==> config.mk <==
export PLATFORM = sky130hd
export DESIGN_NAME = modexp_lr
export DESIGN_NICKNAME = d
export VERILOG_FILES = /design/src/rtl/modexp_pkg.sv /design/src/rtl/modadd_red.sv /design/src/rtl/modmul_sa.sv /design/src/rtl/modexp_lr.sv
export SDC_FILE = /design/constraint.sdc
export NUM_CORES = 1
export LEC_CHECK = 0
export ABC_AREA = 1
export BUFFER_PORTS_ARGS = -buffer_cell sky130_fd_sc_hd__buf_2
export CAP_MARGIN = 10
export CORE_ASPECT_RATIO = 0.6
export CORE_MARGIN = 5
export CORE_UTILIZATION = 50
export DETAILED_ROUTE_END_ITERATION = 7
export GPL_ROUTABILITY_DRIVEN = 0
export HOLD_SLACK_MARGIN = 0.03
export PLACE_DENSITY = 0.68
export SLEW_MARGIN = 20
export SYNTH_ARGS = -nofsm -noshare
export SYNTH_HDL_FRONTEND = slang
export SYNTH_SLANG_ARGS = --single-unit
==> constraint.sdc <==
create_clock -name clk -period 7.3 [get_ports clk]
set_clock_uncertainty 0.15 [all_clocks]
set_input_delay 1.46 -clock clk [delete_from_list [all_inputs] [get_ports clk]]
set_output_delay 1.46 -clock clk [all_outputs]
set_load 0.005 [all_outputs]
==> src/rtl/modexp_pkg.sv <==
// Package: shared types for the modular exponentiator.
// Holds the controller state encoding used by the top module.
package modexp_pkg;

    typedef enum logic [2:0] {
        ST_IDLE      = 3'd0,
        ST_SCAN      = 3'd1,
        ST_MUL_WAIT  = 3'd2,
        ST_SQR_START = 3'd3,
        ST_SQR_WAIT  = 3'd4,
        ST_FINISH    = 3'd5
    } exp_state_t;

endpackage

==> src/rtl/modadd_red.sv <==
// Module: modadd_red
// Combinational modular adder: s = (a + b) mod n.
// Assumes a < n and b < n, so one conditional subtraction of n is enough.
// The sum is formed one bit wider than the operands so that no carry is lost.
module modadd_red #(
    parameter int WIDTH = 32
) (
    input  logic [WIDTH-1:0] a_i,
    input  logic [WIDTH-1:0] b_i,
    input  logic [WIDTH-1:0] n_i,
    output logic [WIDTH-1:0] s_o
);

    logic [WIDTH:0] sum_w;
    logic [WIDTH:0] red_w;
    logic [WIDTH:0] n_ext_w;

    // Widened sum, the same sum less n, and a selection on the comparison.
    always_comb begin
        n_ext_w = {1'b0, n_i};
        sum_w   = {1'b0, a_i} + {1'b0, b_i};
        red_w   = sum_w - n_ext_w;
        s_o     = (sum_w >= n_ext_w) ? red_w[WIDTH-1:0] : sum_w[WIDTH-1:0];
    end

endmodule

==> src/rtl/modmul_sa.sv <==
// Module: modmul_sa
// Sequential shift-and-add modular multiplier: prod = x * y mod n.
// A go pulse, accepted only while idle, latches the operands.
// One bit of y is consumed per cycle, from LSB to MSB, and done pulses after WIDTH steps.
// Assumes x < n and n > 1.
module modmul_sa #(
    parameter int WIDTH = 32
) (
    input  logic             clk,
    input  logic             rst_n,
    input  logic             go_i,
    input  logic [WIDTH-1:0] x_i,
    input  logic [WIDTH-1:0] y_i,
    input  logic [WIDTH-1:0] n_i,
    output logic             done_o,
    output logic [WIDTH-1:0] prod_o
);

    localparam int CNT_W = $clog2(WIDTH + 1);
    localparam logic [CNT_W-1:0] LAST_STEP = CNT_W'(WIDTH - 1);

    logic [WIDTH-1:0] partial_q;
    logic [WIDTH-1:0] addend_q;
    logic [WIDTH-1:0] ybits_q;
    logic [WIDTH-1:0] n_q;
    logic [CNT_W-1:0] step_q;
    logic             run_q;
    logic             done_q;
    logic [WIDTH-1:0] sum_w;
    logic [WIDTH-1:0] dbl_w;

    // Partial sum plus addend, reduced.
    modadd_red #(.WIDTH(WIDTH)) u_acc (
        .a_i (partial_q),
        .b_i (addend_q),
        .n_i (n_q),
        .s_o (sum_w)
    );

    // Addend doubled, reduced.
    modadd_red #(.WIDTH(WIDTH)) u_dbl (
        .a_i (addend_q),
        .b_i (addend_q),
        .n_i (n_q),
        .s_o (dbl_w)
    );

    // Operand load, per-bit accumulate and double, and the step counter.
    always_ff @(posedge clk) begin
        if (!rst_n) begin
            partial_q <= '0;
            addend_q  <= '0;
            ybits_q   <= '0;
            n_q       <= '0;
            step_q    <= '0;
            run_q     <= 1'b0;
            done_q    <= 1'b0;
        end else begin
            done_q <= 1'b0;
            if (go_i && !run_q) begin
                partial_q <= '0;
                addend_q  <= x_i;
                ybits_q   <= y_i;
                n_q       <= n_i;
                step_q    <= '0;
                run_q     <= 1'b1;
            end else if (run_q) begin
                if (ybits_q[0]) begin
                    partial_q <= sum_w;
                end
                addend_q <= dbl_w;
                ybits_q  <= ybits_q >> 1;
                step_q   <= step_q + 1'b1;
                if (step_q == LAST_STEP) begin
                    run_q  <= 1'b0;
                    done_q <= 1'b1;
                end
            end
        end
    end

    assign done_o = done_q;
    assign prod_o = partial_q;

endmodule

==> src/rtl/modexp_lr.sv <==
// Module: modexp_lr
// Left-to-right modular exponentiator: result = base^expo mod modulus.
// The accumulator starts at 1. For each exponent bit from MSB to LSB, a set bit
// multiplies the accumulator by the base, and the accumulator is then squared
// unless the bit is bit 0. Starts are ignored while busy.
// Assumes modulus > 1 and base < modulus.
module modexp_lr
    import modexp_pkg::*;
#(
    parameter int WIDTH = 32
) (
    input  logic             clk,
    input  logic             rst_n,
    input  logic             start,
    input  logic [WIDTH-1:0] base_i,
    input  logic [WIDTH-1:0] expo_i,
    input  logic [WIDTH-1:0] modulus_i,
    output logic             done_o,
    output logic [WIDTH-1:0] result_o
);

    localparam int IDX_W = (WIDTH > 2) ? $clog2(WIDTH) : 1;
    localparam logic [IDX_W-1:0] TOP_IDX = IDX_W'(WIDTH - 1);

    exp_state_t       state_q;
    logic [WIDTH-1:0] base_q;
    logic [WIDTH-1:0] expo_q;
    logic [WIDTH-1:0] mod_q;
    logic [WIDTH-1:0] acc_q;
    logic [IDX_W-1:0] idx_q;
    logic [WIDTH-1:0] result_q;
    logic             done_q;

    logic             mul_go;
    logic [WIDTH-1:0] mul_x;
    logic             mul_done;
    logic [WIDTH-1:0] mul_prod;
    logic             cur_bit;
    logic             last_bit;
    logic             busy_w;

    // Current exponent bit, last-bit flag, and the multiplier request and operands.
    always_comb begin
        cur_bit  = expo_q[idx_q];
        last_bit = (idx_q == '0);
        busy_w   = (state_q != ST_IDLE);
        mul_go   = ((state_q == ST_SCAN) && cur_bit) || (state_q == ST_SQR_START);
        mul_x    = (state_q == ST_SCAN) ? base_q : acc_q;
    end

    modmul_sa #(.WIDTH(WIDTH)) u_mul (
        .clk    (clk),
        .rst_n  (rst_n),
        .go_i   (mul_go),
        .x_i    (mul_x),
        .y_i    (acc_q),
        .n_i    (mod_q),
        .done_o (mul_done),
        .prod_o (mul_prod)
    );

    // Exponent-scan controller: operand capture, multiply/square sequencing, result update.
    always_ff @(posedge clk) begin
        if (!rst_n) begin
            state_q  <= ST_IDLE;
            base_q   <= '0;
            expo_q   <= '0;
            mod_q    <= '0;
            acc_q    <= '0;
            idx_q    <= '0;
            result_q <= '0;
            done_q   <= 1'b0;
        end else begin
            done_q <= 1'b0;
            case (state_q)
                ST_IDLE: begin
                    if (start) begin
                        base_q  <= base_i;
                        expo_q  <= expo_i;
                        mod_q   <= modulus_i;
                        acc_q   <= WIDTH'(1);
                        idx_q   <= TOP_IDX;
                        state_q <= ST_SCAN;
                    end
                end
                ST_SCAN: begin
                    if (cur_bit) begin
                        state_q <= ST_MUL_WAIT;
                    end else if (last_bit) begin
                        state_q <= ST_FINISH;
                    end else begin
                        state_q <= ST_SQR_START;
                    end
                end
                ST_MUL_WAIT: begin
                    if (mul_done) begin
                        acc_q   <= mul_prod;
                        state_q <= last_bit ? ST_FINISH : ST_SQR_START;
                    end
                end
                ST_SQR_START: begin
                    state_q <= ST_SQR_WAIT;
                end
                ST_SQR_WAIT: begin
                    if (mul_done) begin
                        acc_q   <= mul_prod;
                        idx_q   <= idx_q - 1'b1;
                        state_q <= ST_SCAN;
                    end
                end
                ST_FINISH: begin
                    result_q <= acc_q;
                    done_q   <= 1'b1;
                    state_q  <= ST_IDLE;
                end
                default: begin
                    state_q <= ST_IDLE;
                end
            endcase
        end
    end

    assign done_o   = done_q;
    assign result_o = result_q;

endmodule

* Word level (Yosys, flattened, before mapping)
Cells that the tools add are included.
Storage, ports and cells: register bits 305, output and inout port bits 33, word-level logic and storage cells 79, bits of input ports 99
Operators by class: order comparisons 3, muxes and demuxes 26, eq/ne operators 10, bitwise gates (word level) 2, add/sub/neg operators 6, reductions and logical operators 17
Operator list (number):
- 32-bit two-way mux | 9
- 32-bit by 32-bit adder with 33-bit output | 2
- 33-bit by 32-bit >= comparator with 1-bit output | 2
- 32-bit one-hot mux with 2 select lines | 1
- 32-bit subtractor | 2
- 3-bit two-way mux | 5
- 3-bit one-hot mux with 5 select lines | 1
- 5-bit two-way mux | 2
- 5-bit one-hot mux with 2 select lines | 1
- 3-bit AND reduction | 3
- 6-bit by 1-bit adder with 6-bit output, second input constant | 1
- 3-bit by 2-bit equality test with 1-bit output, second input constant | 2
- 3-bit equality test, second input constant | 2
- 6-bit by 5-bit equality test with 1-bit output, second input constant | 1
- 5-bit by 6-bit less-than comparator with 1-bit output, second input constant | 1
- 1-bit two-way mux | 6
- 2-bit by 1-bit != test with 1-bit output, second input constant | 3
- 2-bit nonzero test | 3
- 1-bit binary-select mux with 5-bit select | 1
- 5-bit zero test | 1
- 5-bit by 1-bit subtractor with 5-bit output, second input constant | 1
- 2-bit AND reduction | 2
- 2-bit OR reduction | 2
- 3-bit by 1-bit equality test with 1-bit output, second input constant | 1
- 7 further kinds | 9

* Logic depth before layout (Yosys ltp)
word-level depth 6, depth in mapped cells 28, depth with buffers taken out 28

* By module
A second synthesis with hierarchy kept.
Second synthesis, totals: cell total of the unflattened synthesis 3902, area total of the unflattened synthesis 22671.7 sq um
Modules (own cells, without submodules):
- modexp_lr | times used 1, area an instance 6821.5 sq um, seq. area each 3383.2 sq um, cells an instance 946
- modmul_sa | times used 1, area an instance 5494.0 sq um, seq. area each 2722.6 sq um, cells an instance 799
- modadd_red at u_mul.u_acc | times used 1, area an instance 5183.7 sq um, seq. area each 0.0 sq um, cells an instance 1077
- modadd_red at u_mul.u_dbl | times used 1, area an instance 5172.5 sq um, seq. area each 0.0 sq um, cells an instance 1080

* Least setup slack after synthesis
No wires, ideal clock.
path kind register -> register, from register u_mul.partial_q[0], in the netlist u_mul.prod_o[0], to register u_mul.partial_q[22], in the netlist u_mul.prod_o[22], data arrival time 3.209 ns, slack 3.825 ns, data required time 7.035 ns, cell stages (with the launch flop) 26, setup time 0.115 ns, cell sequence dfxtp_1 ha_1 fa_1 nand3_1 nand3_1 nand2_1 nand2_1 nand2_1 nand2_1 xnor2_1 inv_1 ha_1 nand2_1 nor2_1 inv_1 nor3_1 nand2_1 inv_1 nor2_1 nor2_2 inv_1 nand2_1 buf_2 nand2_1 nand3_1 a21oi_2
On the way: cells in the longest elaborated chain, start to end 3
RTL lines:
- start, declared | line modmul_sa.sv:22 | logic [WIDTH-1:0] partial_q;
- start signal, assigned | line modmul_sa.sv:69 | partial_q <= sum_w;
- 32-bit by 32-bit adder with 33-bit output (*) | line modadd_red.sv:21 | sum_w = {1'b0, a_i} + {1'b0, b_i};
- 32-bit subtractor / 33-bit by 32-bit >= comparator with 1-bit output (equally long branches) | line modadd_red.sv:22, modadd_red.sv:23
- 32-bit two-way mux (*) | line modadd_red.sv:23 | s_o = (sum_w >= n_ext_w) ? red_w[WIDTH-1:0] : sum_w[WIDTH-1:0];
Every way passes the cells marked *; elsewhere a longest branch is shown, timed or not. A chain may end at the register's enable or synchronous reset.

* Worst setup path after layout
from register u_mul.addend_q[27], to register u_mul.partial_q[4], in the netlist u_mul.prod_o[4]
On the way: cells in the longest elaborated chain, start to end 3
RTL lines:
- start, declared | line modmul_sa.sv:23 | logic [WIDTH-1:0] addend_q;
- start signal, assigned | line modmul_sa.sv:62 | addend_q <= x_i;
- start signal, assigned | line modmul_sa.sv:71 | addend_q <= dbl_w;
- 32-bit by 32-bit adder with 33-bit output | line modadd_red.sv:21
- 33-bit by 32-bit >= comparator with 1-bit output | line modadd_red.sv:23
- 32-bit two-way mux | line modadd_red.sv:23
No other way between the ends.

==> flow_summary_export.csv <==
group,metric,value,unit
timing,setup_ws,2.462,ns
setup_path,reg2reg_slack,2.46,ns
timing,drv_slew,0,
floorplan,die-area,44480,µm²
clock_network,worstSkewPairLatency,0.60,ns
yosys,syn_inst,3325,
clock_network,cts_htree_levels,1,
yosys,yosys.area.top_type_share,30.35,%
route,drt-pass1-iter-count,8,
setup_path,startpoint_type,"flop",
clock_network,cts_buffer_depth,3,
clock_network,cts.sinks,305,
yosys,async_flop_share,0,%
yosys,synth_nets,3525,
yosys,synth_common_cells,"1110 x nand2_1, 509 x inv_1, 305 x dfxtp_1, 274 x nand3_1, 270 x a21oi_1",
clock_network,hold_buffers,0,
global_routing,grt_start_max_net_pins,94,
placement,hpwl,56600,µm
placement,io_buffers,131,
yosys,synthAdderAreaFrac,6.393,%
setup_path,crit_chain,"ha_1, nand2_1, nor4_1, nand3_1, nand2_1, nand2_1, nand2_1, inv_1, ha_1, nand2_1, nor2_1, nand3_1, nor2_1, a21oi_1, nand3_1, nor2_4, nand2_1, nand3_1, a21oi_1",
route,dr_wl_met2,27100,µm
setup_path,crit_type,"flop to flop",
yosys,ys_ff_latch,305,
timing,relSlewSlack,29.38,%
clock_network,cts_buffers,31,
clock_network,cts_root_buffer,"clkbuf_16",
hold_path,min_path_type,"flop to flop",
route,wl,71350,µm
route,drtIter0Drc,2910,
setup_path,cp-end-kind,"flop",
floorplan,core-area,39380,µm²
yosys,syn_area,20120,µm²
yosys,ys_seq_area_share,30.35,%
placement,dpl-instance-area,20950,µm²
placement,pre_cts_slack,2.421,ns
setup_path,cp_top_family,"simple AND/OR/NAND/NOR gates",
timing,fin_crit,4.838,ns
timing,tns,0,ns
route,num_vias,21754,
route,drcViolationCount,0,
final_layout,fin_nets,3577,
timing,rsz0062_at_grt,"no",
timing,fmax,206.7,MHz
timing,final-setup-viol-count,0,
final_layout,stdcell_area,22050,µm²
route,route.met3.wl,9679,µm
yosys,yosys.area_share.simple,34.34,%
outcome,outcome,"completed",
route,highest_layer,"met5",
yosys,synth_top_family_by_area,"simple AND/OR/NAND/NOR gates",
floorplan,ios,132,
yosys,synth_compound_area_share,13.95,%
global_routing,grt_pass1_wl,108900,µm
global_routing,antenna_found_initial,2,
global_routing,grt_pass1_vias,19285,
floorplan,die_height,165.4,µm
yosys,ys_warn_count,0,
yosys,synth_xor_area_share,2.177,%
route,vias_per_cell,5.547,
yosys,synth-edff-count,0,
yosys,synth_cell_types,43,
yosys,synthFlopType,"dfxtp_1",
setup_path,crit_top_cell,"nand2_1",
setup_path,slowest_delay,0.66,ns
route,wl_per_cell,18.19,µm
flow_run,maxCapViolations,0,
floorplan,die_x,269.0,µm
clock_network,post_cts_buffers,0,
yosys,yosysTopAreaCell,"dfxtp_1",
floorplan,row_count,56,
setup_path,required,7.56,ns
clock_network,cts_tree,"built",
setup_path,crit_buf_inv,1,
setup_path,cp_data_arrival_time,5.10,ns
setup_path,crit_slowest_cell,"nor2_4",
timing,finalHoldViolCount,0,
setup_path,path_max_fanout,32,
final_layout,syn_to_final_growth,9.584,%
global_routing,overflow,0,
floorplan,start_util,51.09,%
yosys,yosysMostFrequentCell,"nand2_1",
route,final_antenna_net_count,0,
clock_network,postCtsResizedCells,0,
final_layout,drive_gt1_share,7.237,%
timing,whs,0.3057,ns
timing,tightest_slew,1.056,ns
yosys,synth_area_per_cell,6.051,µm²
timing,min_period_over_period,66.27,%
clock_network,clk_pin_slew_worst_paths,0.06,ns
global_routing,grtUsageTotal,30.93,%
yosys,synthMuxAreaShare,0,%
yosys,synth_area_leaders,"dfxtp_1 30%, nand2_1 21%, inv_1 9.5%",
route,wl_met1,32850,µm
==> logic make-up after synthesis <==
group	count (synthesis)
AND/OR/NAND/NOR	1701
buffers and inverters	645
adder cells (fa/ha/maj)	101
flip-flops	305
AO/OA/AOI/OAI	523
XOR/XNOR	50
==> area by class of cell <==
| class | instances | area (µm²) |
|---|---|---|
| Clock inverter | 11 | 173.9 |
| Tap cell | 522 | 653.1 |
| Multi-Input combinational cell | 2375 | 11470 |
| Inverter | 516 | 1944 |
| Clock buffer | 44 | 914.6 |
| Antenna cell | 1 | 2.502 |
| Fill cell | 3942 | 17330 |
| Timing Repair Buffer | 148 | 785.8 |
| Sequential cell | 305 | 6106 |
==> placed cells by master, fill, tap and decap left out, types with 8 or more instances in the layout <==
cell       instances
o21ai_0          184
dfxtp_1          305
xor2_1            31
a21oi_2           20
xnor2_1           19
buf_4             18
nand4_1           19
nor2_1           240
inv_1            508
o211ai_1          26
o21bai_1          12
nand2_1         1108
clkbuf_16         31
nor3_1            24
a21oi_1          270
buf_2            130
nand3b_1           8
clkbuf_8           9
nand3_1          273
ha_1              98
==> worst paths after layout <==
check,from,endpoint,cells after the start
setup / recovery,u_mul.addend_q[27],u_mul.prod_o[4],19
hold / removal,expo_q[29],expo_q[29],2
setup reg to reg,u_mul.addend_q[27],u_mul.prod_o[4],19
hold reg to reg,expo_q[29],expo_q[29],2
==> worst register-to-register path: stages, from the launching register on <==
cell,delay [ns]
dfxtp_1,0.64
ha_1,0.27
nand2_1,0.15
nor4_1,0.63
nand3_1,0.34
nand2_1,0.15
nand2_1,0.05
nand2_1,0.11
inv_1,0.06
ha_1,0.34
nand2_1,0.19
nor2_1,0.08
nand3_1,0.10
nor2_1,0.04
a21oi_1,0.14
nand3_1,0.16
nor2_4,0.66
nand2_1,0.17
nand3_1,0.14
a21oi_1,0.08
==> per-layer routing <==
metal,up-vias,GRT usage [%]
li1,10550,-
met1,9875,47.60
met2,1195,42.05
met3,132,8.766
met4,2,7.359
met5,-,0
==> through the flow <==
step | util (%) | instances
floorplan | - | 3325
global placement | 53.19 | 3866
detailed placement | 53.20 | 3866
CTS | 55.97 | 3921
global route | 55.98 | 3921
finish | 55.99 | 3922
Power is left out: the tool's default activity adds up to more than one toggle a clock period on the data nets, which glitch-free logic cannot reach.
